<file path="config.mk">
export PLATFORM = sky130hd
export DESIGN_NAME = cfgx_type1_xlate
export DESIGN_NICKNAME = d
export VERILOG_FILES = /design/src/rtl/cfgx_pkg.sv /design/src/rtl/cfgx_req_check.sv /design/src/rtl/cfgx_bus_match.sv /design/src/rtl/cfgx_addr_rewrite.sv /design/src/rtl/cfgx_type1_xlate.sv
export SDC_FILE = /design/constraint.sdc
export NUM_CORES = 1
export LEC_CHECK = 0
export BUFFER_PORTS_ARGS = -buffer_cell sky130_fd_sc_hd__buf_2
export CAP_MARGIN = 20
export CORE_AREA = 2 2 78 43
export CTS_BUF_LIST = sky130_fd_sc_hd__clkbuf_8 sky130_fd_sc_hd__clkbuf_16
export DETAILED_ROUTE_END_ITERATION = 10
export DIE_AREA = 0 0 80 45
export HOLD_SLACK_MARGIN = 0.08
export MAX_ROUTING_LAYER = met4
export PLACE_DENSITY = 0.81
export SETUP_SLACK_MARGIN = 0.2
export SYNTH_ARGS = -nofsm -noshare
export SYNTH_HDL_FRONTEND = slang
export SYNTH_SLANG_ARGS = --single-unit
</file>
<file path="constraint.sdc">
create_clock -name clk -period 2.5 [get_ports clk]
set_input_delay 0.125 -clock clk [delete_from_list [all_inputs] [get_ports clk]]
set_output_delay 0.125 -clock clk [all_outputs]
set_load 0.05 [all_outputs]
</file>
<file path="src/rtl/cfgx_pkg.sv">
package cfgx_pkg;

    localparam int ADDR_W  = 32;
    localparam int CMD_W   = 4;
    localparam int BUS_W   = 8;
    localparam int DEV_W   = 5;
    localparam int SEL_W   = 16;

    localparam logic [1:0] KIND_HIER  = 2'b01;
    localparam logic [1:0] KIND_LOCAL = 2'b00;

    // Field view of a hierarchical configuration address
    typedef struct packed {
        logic [7:0]       spare;
        logic [BUS_W-1:0] bus;
        logic [DEV_W-1:0] dev;
        logic [2:0]       fn;
        logic [5:0]       regn;
        logic [1:0]       kind;
    } hier_addr_t;

    // Field view of a local configuration address
    typedef struct packed {
        logic [SEL_W-1:0] sel;
        logic [DEV_W-1:0] zero_dev;
        logic [2:0]       fn;
        logic [5:0]       regn;
        logic [1:0]       kind;
    } local_addr_t;

    function automatic logic [SEL_W-1:0] dev_to_sel(input logic [DEV_W-1:0] dev);
        logic [SEL_W-1:0] s;
        s = '0;
        for (int i = 0; i < SEL_W; i++) begin
            if (dev == DEV_W'(i)) s[i] = 1'b1;
        end
        return s;
    endfunction

endpackage

</file>
<file path="src/rtl/cfgx_req_check.sv">
module cfgx_req_check
    import cfgx_pkg::*;
#(
    parameter logic [CMD_W-1:0] CMD_CFG_RD = 4'b1010,
    parameter logic [CMD_W-1:0] CMD_CFG_WR = 4'b1011
) (
    input  hier_addr_t       addr,
    input  logic [CMD_W-1:0] cmd,
    output logic             is_hier_cfg
);
    logic kind_ok;
    logic cmd_ok;

    always_comb begin
        kind_ok     = (addr.kind == KIND_HIER);
        cmd_ok      = (cmd == CMD_CFG_RD) || (cmd == CMD_CFG_WR);
        is_hier_cfg = kind_ok && cmd_ok;
    end
endmodule

</file>
<file path="src/rtl/cfgx_bus_match.sv">
module cfgx_bus_match
    import cfgx_pkg::*;
#(
    parameter int NUM_PORTS = 2,
    localparam int PIDX_W = (NUM_PORTS > 1) ? $clog2(NUM_PORTS) : 1
) (
    input  logic [BUS_W-1:0]           bus,
    input  logic [NUM_PORTS*BUS_W-1:0] sec_bus,
    output logic                       any_match,
    output logic [PIDX_W-1:0]          match_idx
);
    logic [NUM_PORTS-1:0] match_vec;

    for (genvar p = 0; p < NUM_PORTS; p++) begin : g_cmp
        assign match_vec[p] = (sec_bus[p*BUS_W +: BUS_W] == bus);
    end

    // Lowest index wins: scan from the top so lower entries overwrite
    always_comb begin
        match_idx = '0;
        for (int p = NUM_PORTS - 1; p >= 0; p--) begin
            if (match_vec[p]) match_idx = PIDX_W'(p);
        end
        any_match = |match_vec;
    end
endmodule

</file>
<file path="src/rtl/cfgx_addr_rewrite.sv">
module cfgx_addr_rewrite
    import cfgx_pkg::*;
(
    input  hier_addr_t  src,
    output local_addr_t dst
);
    always_comb begin
        dst.sel      = dev_to_sel(src.dev);
        dst.zero_dev = '0;
        dst.fn       = src.fn;
        dst.regn     = src.regn;
        dst.kind     = KIND_LOCAL;
    end
endmodule

</file>
<file path="src/rtl/cfgx_type1_xlate.sv">
module cfgx_type1_xlate
    import cfgx_pkg::*;
#(
    parameter int NUM_PORTS = 2,
    parameter logic [3:0] CMD_CFG_RD = 4'b1010,
    parameter logic [3:0] CMD_CFG_WR = 4'b1011,
    localparam int PIDX_W = (NUM_PORTS > 1) ? $clog2(NUM_PORTS) : 1
) (
    input  logic                       clk,
    input  logic                       rst,
    input  logic                       addr_valid,
    input  logic [31:0]                addr_in,
    input  logic [3:0]                 cmd_in,
    input  logic [NUM_PORTS*8-1:0]     sec_bus_in,
    output logic                       xlate_hit,
    output logic [PIDX_W-1:0]          port_idx,
    output logic [31:0]                xlate_addr
);
    hier_addr_t        req;
    local_addr_t       loc;
    logic              is_hier_cfg;
    logic              bus_ok;
    logic [PIDX_W-1:0] idx_d;
    logic              hit_d;

    assign req = hier_addr_t'(addr_in);

    cfgx_req_check #(
        .CMD_CFG_RD(CMD_CFG_RD),
        .CMD_CFG_WR(CMD_CFG_WR)
    ) chk_i (
        .addr        (req),
        .cmd         (cmd_in),
        .is_hier_cfg (is_hier_cfg)
    );

    cfgx_bus_match #(.NUM_PORTS(NUM_PORTS)) match_i (
        .bus       (req.bus),
        .sec_bus   (sec_bus_in),
        .any_match (bus_ok),
        .match_idx (idx_d)
    );

    cfgx_addr_rewrite rew_i (
        .src (req),
        .dst (loc)
    );

    assign hit_d = addr_valid && is_hier_cfg && bus_ok;

    always_ff @(posedge clk) begin
        if (rst) begin
            xlate_hit  <= 1'b0;
            port_idx   <= '0;
            xlate_addr <= '0;
        end else begin
            xlate_hit  <= hit_d;
            port_idx   <= hit_d ? idx_d : '0;
            xlate_addr <= hit_d ? 32'(loc) : '0;
        end
    end


    hit_kind_local_chk: assert property (@(posedge clk) disable iff (rst)
        xlate_hit |-> (xlate_addr[1:0] == 2'b00));


    sel_onehot_chk: assert property (@(posedge clk) disable iff (rst)
        xlate_hit |-> $onehot0(xlate_addr[31:16]));


    dev_field_zero_chk: assert property (@(posedge clk) disable iff (rst)
        xlate_hit |-> (xlate_addr[15:11] == 5'd0));


    fn_reg_pass_chk: assert property (@(posedge clk) disable iff (rst)
        addr_valid |=> (!xlate_hit || (xlate_addr[10:2] == $past(addr_in[10:2]))));


    hit_needs_strobe_chk: assert property (@(posedge clk) disable iff (rst)
        !addr_valid |=> !xlate_hit);


    idle_zero_chk: assert property (@(posedge clk) disable iff (rst)
        !xlate_hit |-> (xlate_addr == 32'd0 && port_idx == '0));


    kind_gate_chk: assert property (@(posedge clk) disable iff (rst)
        (addr_valid && addr_in[1:0] != 2'b01) |=> !xlate_hit);


    cmd_gate_chk: assert property (@(posedge clk) disable iff (rst)
        (addr_valid && cmd_in != CMD_CFG_RD && cmd_in != CMD_CFG_WR) |=> !xlate_hit);


    sel_range_chk: assert property (@(posedge clk) disable iff (rst)
        (addr_valid && addr_in[15]) |=> (xlate_addr[31:16] == 16'd0));
endmodule

</file>
# After elaboration in Yosys (flattened, before gate mapping)
# Index checks and enable logic that the tools add are counted.
# totals
in_bits	55
regBits	34
elab_cells	50
ram_bits	0
latch_bits	0
memories	0
romBits	0
# op_classes
n_reduce_logical	8
bitwise_logic	1
shifts	0
div_mod_pow	0
mul	0
n_mux	17
addsub	0
eq_ne	20
magnitude_cmp	0
# op_table
cell	count
$eq A5 B4 Y1 const B	8
$eq A5 B3 Y1 const B	4
$mux W1	17
$eq A8 B8 Y1	2
$eq A5 B2 Y1 const B	2
$eq A4 B4 Y1 const B	2
$eq A5 B1 Y1 const B	1
$logic_not A5 Y1	1
$reduce_or A2 Y1	2
$logic_and A1 B1 Y1	3
$reduce_or A3 Y1	1
$eq A2 B1 Y1 const B	1
$logic_or A1 B1 Y1	1
$not A1 Y1	1

# Depth between registers and ports, before layout
# Gate-level depths: netlist of run 1.
# logic_depth
ltp_word	7
ltp_mapped	6
mapped_depth_nobuf	4

# By module
# A second synthesis of run 1 with hierarchy kept.
# unflattened
cells_unflattened	142
area_unflattened_um2	1517.7
# by_module_without_submodules
mod	area_per_inst_um2	seq_area_each_um2	cells_each	instances
cfgx_type1_xlate	950.9	680.7	71	1
cfgx_addr_rewrite	352.8	0.0	45	1
cfgx_bus_match	181.4	0.0	24	1
cfgx_req_check	32.5	0.0	2	1

# Worst setup path before layout of run 1
# OpenSTA, ideal clock, no wires.
# synth_timing
path_kind	input to register
from	input addr_in[21]
to	register port_idx
t_required_ns	2.369
path_stages	5
setup_time_ns	0.131
path_slack_ns	1.312
t_arrival_ns	1.058
cell_sequence	xor2_1 > nor4_2 > nand2_2 > clkbuf_1 > nor3b_1
# synth_between
elab_chain_cells	5
# synth_rtl
element	line_no	source
from (decl)	cfgx_type1_xlate.sv:12	input logic [31:0] addr_in,
$eq A8 B8 Y1	cfgx_bus_match.sv:15	assign match_vec[p] = (sec_bus[p*BUS_W +: BUS_W] == bus);
$reduce_or A2 Y1	cfgx_bus_match.sv:24	any_match = |match_vec;
$logic_and A1 B1 Y1	cfgx_type1_xlate.sv:49	assign hit_d = addr_valid && is_hier_cfg && bus_ok;
$not A1 Y1 (no line)	n/a	
$reduce_or A3 Y1 (no line)	n/a	
to (signal assigned)	cfgx_type1_xlate.sv:58	port_idx <= hit_d ? idx_d : '0;
to (decl)	cfgx_type1_xlate.sv:16	output logic [PIDX_W-1:0] port_idx,
# Several ways; a longest one is shown, not always the timed one.
# A chain may end at the register's enable or synchronous reset.

# Worst setup path after layout of run 1
# layout_timing
from	input addr_in[22]
to	register xlate_addr[22]
# layout_between
elab_chain_cells	5
# layout_rtl
element	line_no	source
$eq A8 B8 Y1	cfgx_bus_match.sv:15	
$reduce_or A2 Y1 *	cfgx_bus_match.sv:24	
$logic_and A1 B1 Y1 *	cfgx_type1_xlate.sv:49	
$not A1 Y1 (no line) *	n/a	
$reduce_or A2 Y1 (no line) *	n/a	
to (signal assigned)	cfgx_type1_xlate.sv:59	xlate_addr <= hit_d ? 32'(loc) : '0;
to (decl)	cfgx_type1_xlate.sv:17	output logic [31:0] xlate_addr
# Mark *: on every way between the ends. The rest lies on a longest branch, timed or not.

==> reports/qor.yml, run 1 <==
final_layout:
  area_growth_pct: 42.6
  final_nets: 261
  layout-drive-gt1-share_pct: 40.0
  diodes: 0
  final_util_pct: 58.4
  finalInstanceArea_sq_um: 1680
pwr:
  clkPwrFrac_pct: 31.3
  powerDensity_nw_per_um2: 476
  leakagePower_nw: 0.750
  p_switching_uw: 204
  seq_power_share_pct: 53.8
  ir_drop_mv: 0.188
  p_sw_share_pct: 25.5
  comb_power_share_pct: 14.9
  p_int_uw: 595
detailed_routing:
  drt_wl_total_microns: 3170
  viasPerCell: 4.87
  drt_iter0_drc: 116
  met3_length_microns: 266
  antenna_left: 0
  wl_met2_microns: 1390
  wl_per_cell_microns: 13.0
  drt_pass1_iterations: 4
  drc: 0
  met1_length_microns: 1420
  vias: 1192
  top_layer: "met4"
cts:
  cts_made_buffers: 3
  cts_tree: "yes"
  clkTransAtPathRegs_ps: 90
  postCtsSetupBuffers: 0
  root_buffer: "clkbuf_8"
  cts_max_level: 1
  cts_resized: 0
  clock_sinks: 27
  ctsLongestPathBuffers: 2
hold_path:
  hp-class: "in -> reg"
grt:
  grt_max_degree: 28
  track_usage_pct: 19.1
  antenna_found_initial: 0
  first_global_vias: 1086
  grt_pass1_wl_microns: 5030
  grt_overflow: 0
sta:
  relSlewSlack_pct: 59.0
  finalSetupViolations: 0
  finalHoldViolCount: 0
  min_period_ps: 1640
  fmax_mhz: 609
  rsz0062_at_grt: "no"
  fin_tns_setup_ps: 0
  fin_crit_sh_pct: 65.6
  finalMaxSlewViolations: 0
  tightestPinTransition_ps: 614
logic_synthesis:
  synthMostInstantiatedCell: "dfxtp_1"
  synth_top_cell_by_area: "dfxtp_1"
  ys_seq_area_share_pct: 46.0
  synthCells: 126
  synth_area_sq_um: 1180
  netlist.area_leader.share_pct: 46.0
  ys_top_cells_by_area: "dfxtp_1 (46%), xor2_1 (12%), a21oi_1 (8.1%)"
  synth-edff-count: 0
  syn_avg_cell_area_sq_um: 9.33
  ys_types: 22
  yosys-top-cells-count: "dfxtp_1 (27), a21oi_1 (19), nand2_1 (17), xor2_1 (16)"
  synth_seq_cells: 27
  yosysWarningCount: 0
  synth_flop_cell: "dfxtp_1"
  async_flop_share_pct: 0
worst_setup_path:
  cp_top_family: "simple AND/OR/NAND/NOR gates"
  path_max_fanout: 18
  path_cells: "buf_2 -> xor2_1 -> nor4_1 -> nand2_1 -> a2111oi_1"
  slowest_stage: "a2111oi_1"
  cp.arrival_ps: 1790
  worst-path-buf-inv: 1
  cp-end-kind: "flop"
  cp.required_ps: 2650
  critical_path.max_stage_delay_ps: 510
  start_kind: "input port"
  critical_path_class: "in -> reg"
place:
  port_buffers: 72
  dp_hpwl_microns: 2350
  finalWeightedCongestion: 0.817
  dpl-instance-area_sq_um: 1540
floorplanning:
  coreArea_sq_um: 2870
  initial_utilization_pct: 40.9
  num_rows: 14
  die_area_sq_um: 3600
  io_pins: 89
  die_y_microns: 45
  die-width_microns: 80
run:
  max_cap_violations: 0
outcome:
  status: "finished clean"
## logic make-up (layout without fill, tap and decap cells)
kind of cell,Yosys count,count (layout),synth area share [%]
xor+xnor,16,16,11.9
buf+inv,13,86,6.70
compound gates,26,26,14.5
other cells,1,7,0.319
flops,27,27,46.0
simple gates,43,43,20.6
## cell type report
type | count | area [sq um]
clock buffer | 3 | 41.3
clock inverter | 1 | 7.51
fill | 264 | 1200
multi-input combinational | 92 | 579
sequential | 27 | 541
tap | 40 | 50.0
timing repair buffer | 82 | 458
## final timing paths
| check | startpoint | endpoint | slack (ps) | cells past startpoint |
|---|---|---|---|---|
| max | addr_in[22] | xlate_addr[22] | 860 | 5 |
| min | addr_in[14] | xlate_addr[16] | 130 | 2 |
## sequential cells by signal, summed over array words and instances (netlist names)
signal      cells
xlate_addr     25
port_idx        1
xlate_hit       1
## cell usage in the layout (no fill, tap or decap), drive strengths merged, types with 3 or more instances in the layout
cell type    synthesis  routed
a2111oi              7       7
a21oi               19      19
buf                 10      73
clkbuf               3       3
conb                 1       7
dfxtp               27      27
dlygate4sd3          0       9
nand2               18      18
nand3                7       7
nor2b                3       3
nor4                 4       4
xor2                16      16
## timing repair
| action | in CTS | in global routing |
|---|---|---|
| endpoints found under the setup margin | 0 | 0 |
| hold buffers | 9 | 0 |
| hold endpoints to repair | 9 | 0 |
## power by group through the flow
stage	logic [mW]	registers (mW)	clock network, mW
after global routing	0.129	0.430	0.265
after global placement	0.105	0.440	0
after detailed placement	0.106	0.440	0
after CTS	0.117	0.430	0.253
after floorplan	0.0652	0.440	0
final	0.119	0.430	0.250
## per-stage QoR
step | setup slack [ps] | instances | hold WS (ps) | total power [mW]
2_1_floorplan | 1310 | 132 | 194 | 0.505
3_3_place_gp | 593 | 232 | 346 | 0.544
3_5_place_dp | 643 | 232 | 350 | 0.546
4_1_cts | 922 | 245 | 123 | 0.800
5_1_grt | 717 | 245 | 139 | 0.824
6_report | 859 | 245 | 132 | 0.799
## per-layer routing
layer  track usage [%]  vias to the layer above
li1                  -                      587
met1              23.3                      532
met2              30.3                       62
met3              5.20                       11
met4              8.14                        0
met5                 -                        -
Note: power is estimated with default switching activity, not from simulation.
==> inputs of run 2 (changes only) <==
--- a/config.mk
+++ b/config.mk
@@ -7,13 +7,13 @@
 export LEC_CHECK = 0
 export BUFFER_PORTS_ARGS = -buffer_cell sky130_fd_sc_hd__buf_2
 export CAP_MARGIN = 20
-export CORE_AREA = 2 2 78 43
+export CORE_AREA = 2 2 85 46
 export CTS_BUF_LIST = sky130_fd_sc_hd__clkbuf_8 sky130_fd_sc_hd__clkbuf_16
 export DETAILED_ROUTE_END_ITERATION = 10
-export DIE_AREA = 0 0 80 45
+export DIE_AREA = 0 0 87 48
 export HOLD_SLACK_MARGIN = 0.08
 export MAX_ROUTING_LAYER = met4
-export PLACE_DENSITY = 0.81
+export PLACE_DENSITY = 0.74
 export SETUP_SLACK_MARGIN = 0.2
 export SYNTH_ARGS = -nofsm -noshare
 export SYNTH_HDL_FRONTEND = slang
==> constraint.sdc (replaced) <==
create_clock -name clk -period 1.33 [get_ports clk]
set_input_delay 0.0665 -clock clk [delete_from_list [all_inputs] [get_ports clk]]
set_output_delay 0.0665 -clock clk [all_outputs]
set_load 0.05 [all_outputs]
==> run 2 against run 1 <==
Against the previous run: sequential cell count unchanged; sequential power rose by 88%; utilization down 5.7 points; first-iteration DRC count decreased by 53%; cell area is 5.5% higher; die area grew 16%; critical path depth is the same; hold slack got worse by 39 ps; via count fell by 1.4%; combinational power is 96% higher; sequential share of layout area is 1.7 points lower; total power up 85%; highest routed layer unchanged.
==> reports/qor.yml, run 2 (synthesized netlist as in run 1, its figures left out) <==
outcome:
  status: "finished clean"  # unchanged
place:
  port_buffers: 72  # unchanged
  finalWeightedCongestion: 0.776  # was 0.817
  dpl-instance-area_sq_um: 1590  # was 1540 sq um
  dp_hpwl_microns: 2110  # was 2350 microns
pwr:
  ir_drop_mv: 0.387  # was 0.188 mV
  powerDensity_nw_per_um2: 834  # was 476 nW/um^2
  leakagePower_nw: 0.788  # was 0.750 nW
worst_setup_path:
  cp-end-kind: "flop"  # unchanged
  start_kind: "input port"  # unchanged
  path_max_fanout: 8  # was 18
  critPathCapture: "xlate_addr[22]"  # unchanged
  startpoint: "addr_in[21]"  # was addr_in[22]
  cp.required_ps: 1480  # was 2650 ps
  cp.arrival_ps: 1270  # was 1790 ps
  critical_path_class: "in -> reg"  # unchanged
grt:
  grt_overflow: 0  # unchanged
  track_usage_pct: 13.3  # was 19.1%
  grt_max_degree: 21  # was 28
  antenna_found_initial: 0  # unchanged
  top_usage_layer: "met2"  # unchanged
  grt_util_met1_pct: 14.0  # was 23.3%
  use_met3_pct: 3.10  # was 5.20%
  use_met2_pct: 26.6  # was 30.3%
  first_global_vias: 993  # was 1086
  grt_pass1_wl_microns: 4170  # was 5030 microns
final_layout:
  largest_reg_flops: 25  # unchanged
  final_nets: 267  # was 261
  diodes: 0  # unchanged
  finalInstanceArea_sq_um: 1770  # was 1680 sq um
  top_regs: "xlate_addr: 25 flops, port_idx: 1 flops, xlate_hit: 1 flops"  # unchanged
  top_register: "xlate_addr"  # unchanged
  final_cell_mix: "buf_2 (71), dfxtp_1 (27), a21oi_1 (19)"  # was buf_2 (72), dfxtp_1 (27), a21oi_1 (19)
  layout_commonest_cell: "buf_2"  # unchanged
  final_util_pct: 52.7  # was 58.4%
  layout-drive-gt1-share_pct: 42.7  # was 40.0%
  area_growth_pct: 50.4  # was 42.6%
cts:
  ctsLongestPathBuffers: 2  # unchanged
  cts_max_level: 1  # unchanged
  root_buffer: "clkbuf_8"  # unchanged
  cts_tree: "yes"  # unchanged
  clock_sinks: 27  # unchanged
  cts_made_buffers: 3  # unchanged
  postCtsSetupBuffers: 0  # unchanged
  clkTransAtPathRegs_ps: 90  # about the same
detailed_routing:
  antenna_left: 0  # unchanged
  drt_iter0_drc: 54  # was 116
  wl_per_cell_microns: 11.0  # was 13.0 microns
  drt_pass1_iterations: 4  # unchanged
  viasPerCell: 4.64  # was 4.87
  drc: 0  # unchanged
  drt_wl_total_microns: 2790  # was 3170 microns
  vias: 1175  # was 1192
floorplanning:
  die_area_sq_um: 4180  # was 3600 sq um
  io_pins: 89  # unchanged
  die-width_microns: 87  # was 80 microns
  die_y_microns: 48  # was 45 microns
  initial_utilization_pct: 35.0  # was 40.9%
  num_rows: 15  # was 14
  coreArea_sq_um: 3360  # was 2870 sq um
sta:
  fmax_mhz: 895
  fin_crit_sh_pct: 84.0
  finalMaxSlewViolations: 0  # unchanged
  finalSetupViolations: 0  # unchanged
  min_period_ps: 1120
  rsz0062_at_grt: "yes"  # was no
  finalHoldViolCount: 0  # unchanged
hold_path:
  hp-class: "in -> reg"  # unchanged
run:
  max_cap_violations: 0  # unchanged
==> run 2: per-layer routing <==
metal	wire length, microns	part of all wire, %
met5	0	0
met4	20	0.72
met3	184	6.6
met2	1450	52
met1	1130	41
==> run 2: area by class of cell <==
cell class / count / area [sq um]
clock buffers: 3 / 41.3
clock inverters: 1 / 3.75
fillers: 315 / 1590
multi-input cells: 92 / 611
flip-flops and latches: 27 / 541
well taps: 42 / 52.6
repair buffers: 88 / 520
==> run 2: power breakdown <==
part	internal, mW	switching, mW
Combinational	0.103	0.130
Clock	0.206	0.229
Sequential	0.807	0.00000589
==> run 2: worst min path at each step <==
stage	start	to	slack [ps]	cells after the start
after floorplan	addr_in[14]	xlate_addr[16]	140	1
after global placement	addr_in[5]	xlate_addr[5]	290	3
after detailed placement	addr_in[7]	xlate_addr[7]	290	3
after CTS	addr_in[11]	xlate_addr[31]	80	3
after global routing	addr_in[11]	xlate_addr[31]	110	3
final	addr_in[11]	xlate_addr[31]	90	3
==> run 2: critical path, stage by stage <==
cell	delay (ps)
buf_2	110
xor2_1	170
nor4_2	290
nand2_2	200
a2111oi_1	430
==> run 2: timing repair <==
action,in CTS,in global routing
hold buffers,10,0
gates resized for setup,1,5
pin swaps,0,1
endpoints found under the setup margin,2,5
hold endpoints to repair,10,0
==> run 2: metrics by stage <==
| stage | power, mW | std cells | setup WS, ps | TNS [ps] | hold WS, ps |
|---|---|---|---|---|---|
| 3_3_place_gp | 1.02 | 239 | -72.2 | -387 | 288 |
| 2_1_floorplan | 0.949 | 132 | 200 | 0 | 135 |
| 3_5_place_dp | 1.03 | 239 | -90.6 | -392 | 289 |
| 6_report | 1.48 | 253 | 213 | 0 | 93.2 |
| 5_1_grt | 1.54 | 253 | 165 | 0 | 114 |
| 4_1_cts | 1.49 | 253 | 229 | 0 | 83.4 |
==> inputs of run 3 (changes only) <==
--- a/config.mk
+++ b/config.mk
@@ -7,13 +7,13 @@
 export LEC_CHECK = 0
 export BUFFER_PORTS_ARGS = -buffer_cell sky130_fd_sc_hd__buf_2
 export CAP_MARGIN = 20
-export CORE_AREA = 2 2 85 46
+export CORE_AREA = 2 2 81 44
 export CTS_BUF_LIST = sky130_fd_sc_hd__clkbuf_8 sky130_fd_sc_hd__clkbuf_16
 export DETAILED_ROUTE_END_ITERATION = 10
-export DIE_AREA = 0 0 87 48
+export DIE_AREA = 0 0 83 46
 export HOLD_SLACK_MARGIN = 0.08
 export MAX_ROUTING_LAYER = met4
-export PLACE_DENSITY = 0.74
+export PLACE_DENSITY = 0.77
 export SETUP_SLACK_MARGIN = 0.2
 export SYNTH_ARGS = -nofsm -noshare
 export SYNTH_HDL_FRONTEND = slang
==> constraint.sdc (replaced) <==
create_clock -name clk -period 1.2 [get_ports clk]
set_input_delay 0.06 -clock clk [delete_from_list [all_inputs] [get_ports clk]]
set_output_delay 0.06 -clock clk [all_outputs]
set_load 0.05 [all_outputs]
==> run 3 against run 2 <==
Against the previous run: largest power group unchanged; sequential power increased by 11%; count of clock-buffer cells in the layout stayed put; worst setup slack worse by 160 ps; final cell count rose by 2.4%.
==> reports/qor.yml, run 3 (synthesized netlist as in run 1, its figures left out) <==
cts:
  ctsLongestPathBuffers: 2  # unchanged
  root_buffer: "clkbuf_8"  # unchanged
  cts_max_level: 1  # unchanged
  cts_tree: "yes"  # unchanged
  clock_sinks: 27  # unchanged
  cts_made_buffers: 3  # unchanged
  clkTransAtPathRegs_ps: 90  # about the same
floorplanning:
  coreArea_sq_um: 3210  # was 3360 sq um
  io_pins: 89  # unchanged
  num_rows: 15  # unchanged
  die_y_microns: 46  # was 48 microns
  die-width_microns: 83  # was 87 microns
  initial_utilization_pct: 36.6  # was 35.0%
  die_area_sq_um: 3820  # was 4180 sq um
detailed_routing:
  drt_wl_total_microns: 3950  # was 2790 microns
  antenna_left: 0  # unchanged
  drc: 0  # unchanged
  wl_per_cell_microns: 15.3  # was 11.0 microns
  drt_pass1_iterations: 4  # unchanged
  drt_iter0_drc: 51  # was 54
  vias: 1304  # was 1175
  viasPerCell: 5.03  # was 4.64
worst_setup_path:
  cp.required_ps: 1400  # was 1480 ps
  cp-end-kind: "flop"  # unchanged
  slowest_stage: "nor4_2"  # was a2111oi_1
  path_max_fanout: 18  # was 8
  cp_top_family: "buffers and inverters"  # was simple AND/OR/NAND/NOR gates
  cp.arrival_ps: 1350  # was 1270 ps
  critical_path.max_stage_delay_ps: 310  # was 430 ps
  start_kind: "input port"  # unchanged
  worst-path-buf-inv: 3  # was 1
  path_cells: "buf_2 -> xor2_1 -> nor4_2 -> nand2_1 -> buf_6 -> buf_4 -> a21oi_1"  # was buf_2 -> xor2_1 -> nor4_2 -> nand2_2 -> a2111oi_1
  critical_path_class: "in -> reg"  # unchanged
final_layout:
  diodes: 0  # unchanged
  layout-drive-gt1-share_pct: 49.3  # was 42.7%
  layout_commonest_cell: "buf_2"  # unchanged
  final_nets: 273  # was 267
  top_register: "xlate_addr"  # unchanged
  final_cells: 259  # was 253
  largest_reg_flops: 25  # unchanged
  top_regs: "xlate_addr: 25 flops, port_idx: 1 flops, xlate_hit: 1 flops"  # unchanged
  final_cell_mix: "buf_2 (71), dfxtp_1 (27), nand2_1 (17)"  # was buf_2 (71), dfxtp_1 (27), a21oi_1 (19)
  area_growth_pct: 69.5  # was 50.4%
sta:
  whs_ps: 108  # was 93.2 ps
  min_period_ps: 1150
  finalSetupViolations: 0  # unchanged
  fmax_mhz: 868
  fin_ws_ps: 48.6  # was 213 ps
  finalHoldViolCount: 0  # unchanged
  finalMaxSlewViolations: 0  # unchanged
  fin_crit_sh_pct: 96.0
  rsz0062_at_grt: "yes"  # unchanged
hold_path:
  hp-start: "addr_in[13]"  # was addr_in[11]
  whs_endpoint: "xlate_addr[29]"  # was xlate_addr[31]
  hp-class: "in -> reg"  # unchanged
  whs_path_depth: 3  # unchanged
place:
  dp.cells: 241  # was 239
  dp_hpwl_microns: 2300  # was 2110 microns
  dpl_worst_slack_ps: -302  # was -90.6 ps
  finalWeightedCongestion: 0.760  # was 0.776
  port_buffers: 72  # unchanged
grt:
  grt_pass1_wl_microns: 5710  # was 4170 microns
  antenna_found_initial: 0  # unchanged
  first_global_vias: 1174  # was 993
  track_usage_pct: 20.1  # was 13.3%
  grt_max_degree: 19  # was 21
  grt_overflow: 0  # unchanged
pwr:
  p_switching_uw: 458  # was 359 uW
  seq_power_share_pct: 52.1  # was 54.7%
  p_sw_share_pct: 26.7  # was 24.3%
  comb_power_share_pct: 17.9  # was 15.8%
  p_int_mw: 1.26  # was 1.12 mW
  clkPwrFrac_pct: 29.9  # was 29.5%
  leakagePower_nw: 0.819  # was 0.788 nW
  ir_drop_mv: 0.437  # was 0.387 mV
  powerDensity_nw_per_um2: 861  # was 834 nW/um^2
outcome:
  status: "finished clean"  # unchanged
run:
  max_cap_violations: 0  # unchanged
-- run 3: worst max path at each step --
stage / start / endpoint / depth (start not counted)
6_report: addr_in[22] / xlate_addr[30] / 7
3_5_place_dp: addr_in[23] / xlate_addr[22] / 5
3_3_place_gp: addr_in[21] / xlate_addr[18] / 5
4_1_cts: addr_in[19] / xlate_addr[22] / 6
5_1_grt: addr_in[22] / xlate_addr[30] / 7
2_1_floorplan: addr_in[21] / xlate_addr[17] / 4
-- run 3: per-stage QoR --
| step | instance area [sq um] | setup TNS [ps] | util, % | total power, mW |
|---|---|---|---|---|
| final | 1990 | 0 | 62.1 | 1.72 |
| after detailed placement | 1610 | -3990 | 50.0 | 1.14 |
| after global routing | 1990 | 0 | 62.1 | 1.77 |
| after global placement | 1610 | -3960 | 50.0 | 1.14 |
| after floorplan | 1210 | 0 | - | 1.05 |
| after CTS | 1960 | 0 | 61.1 | 1.70 |
-- run 3: per-layer routing --
metal  routed length (microns)  global-route usage [%]
met1                      1630                    23.6
met2                      1890                    33.7
met3                       311                    6.34
met4                       118                    7.21
met5                         0                       -
-- run 3: final cells by class --
type,count,area [sq um]
Fill cell,240,1220
Multi-Input combinational cell,93,771
Clock buffer,3,41.3
Clock inverter,1,7.51
Timing Repair Buffer,93,581
Tap cell,42,52.6
Sequential cell,27,541
-- run 3: repair_timing --
item | in CTS | in global routing
gates cloned | 2 | 0
pin swaps | 12 | 4
hold endpoints to repair | 11 | 0
gates resized for setup | 27 | 6
hold buffers | 10 | 0
endpoints found under the setup margin | 27 | 27
buffers inserted | 2 | 0
-- run 3: power by group through the flow --
stage	Clock (mW)	Combinational (mW)	Sequential [mW]
5_1_grt	0.548	0.323	0.895
3_3_place_gp	0	0.225	0.916
6_report	0.514	0.308	0.895
4_1_cts	0.523	0.285	0.895
2_1_floorplan	0	0.136	0.916
3_5_place_dp	0	0.227	0.916
-- run 3: tightest hold or removal path, stage by stage --
cell and delay [ps]:
buf_2 140, nand4_1 100, a21oi_1 40
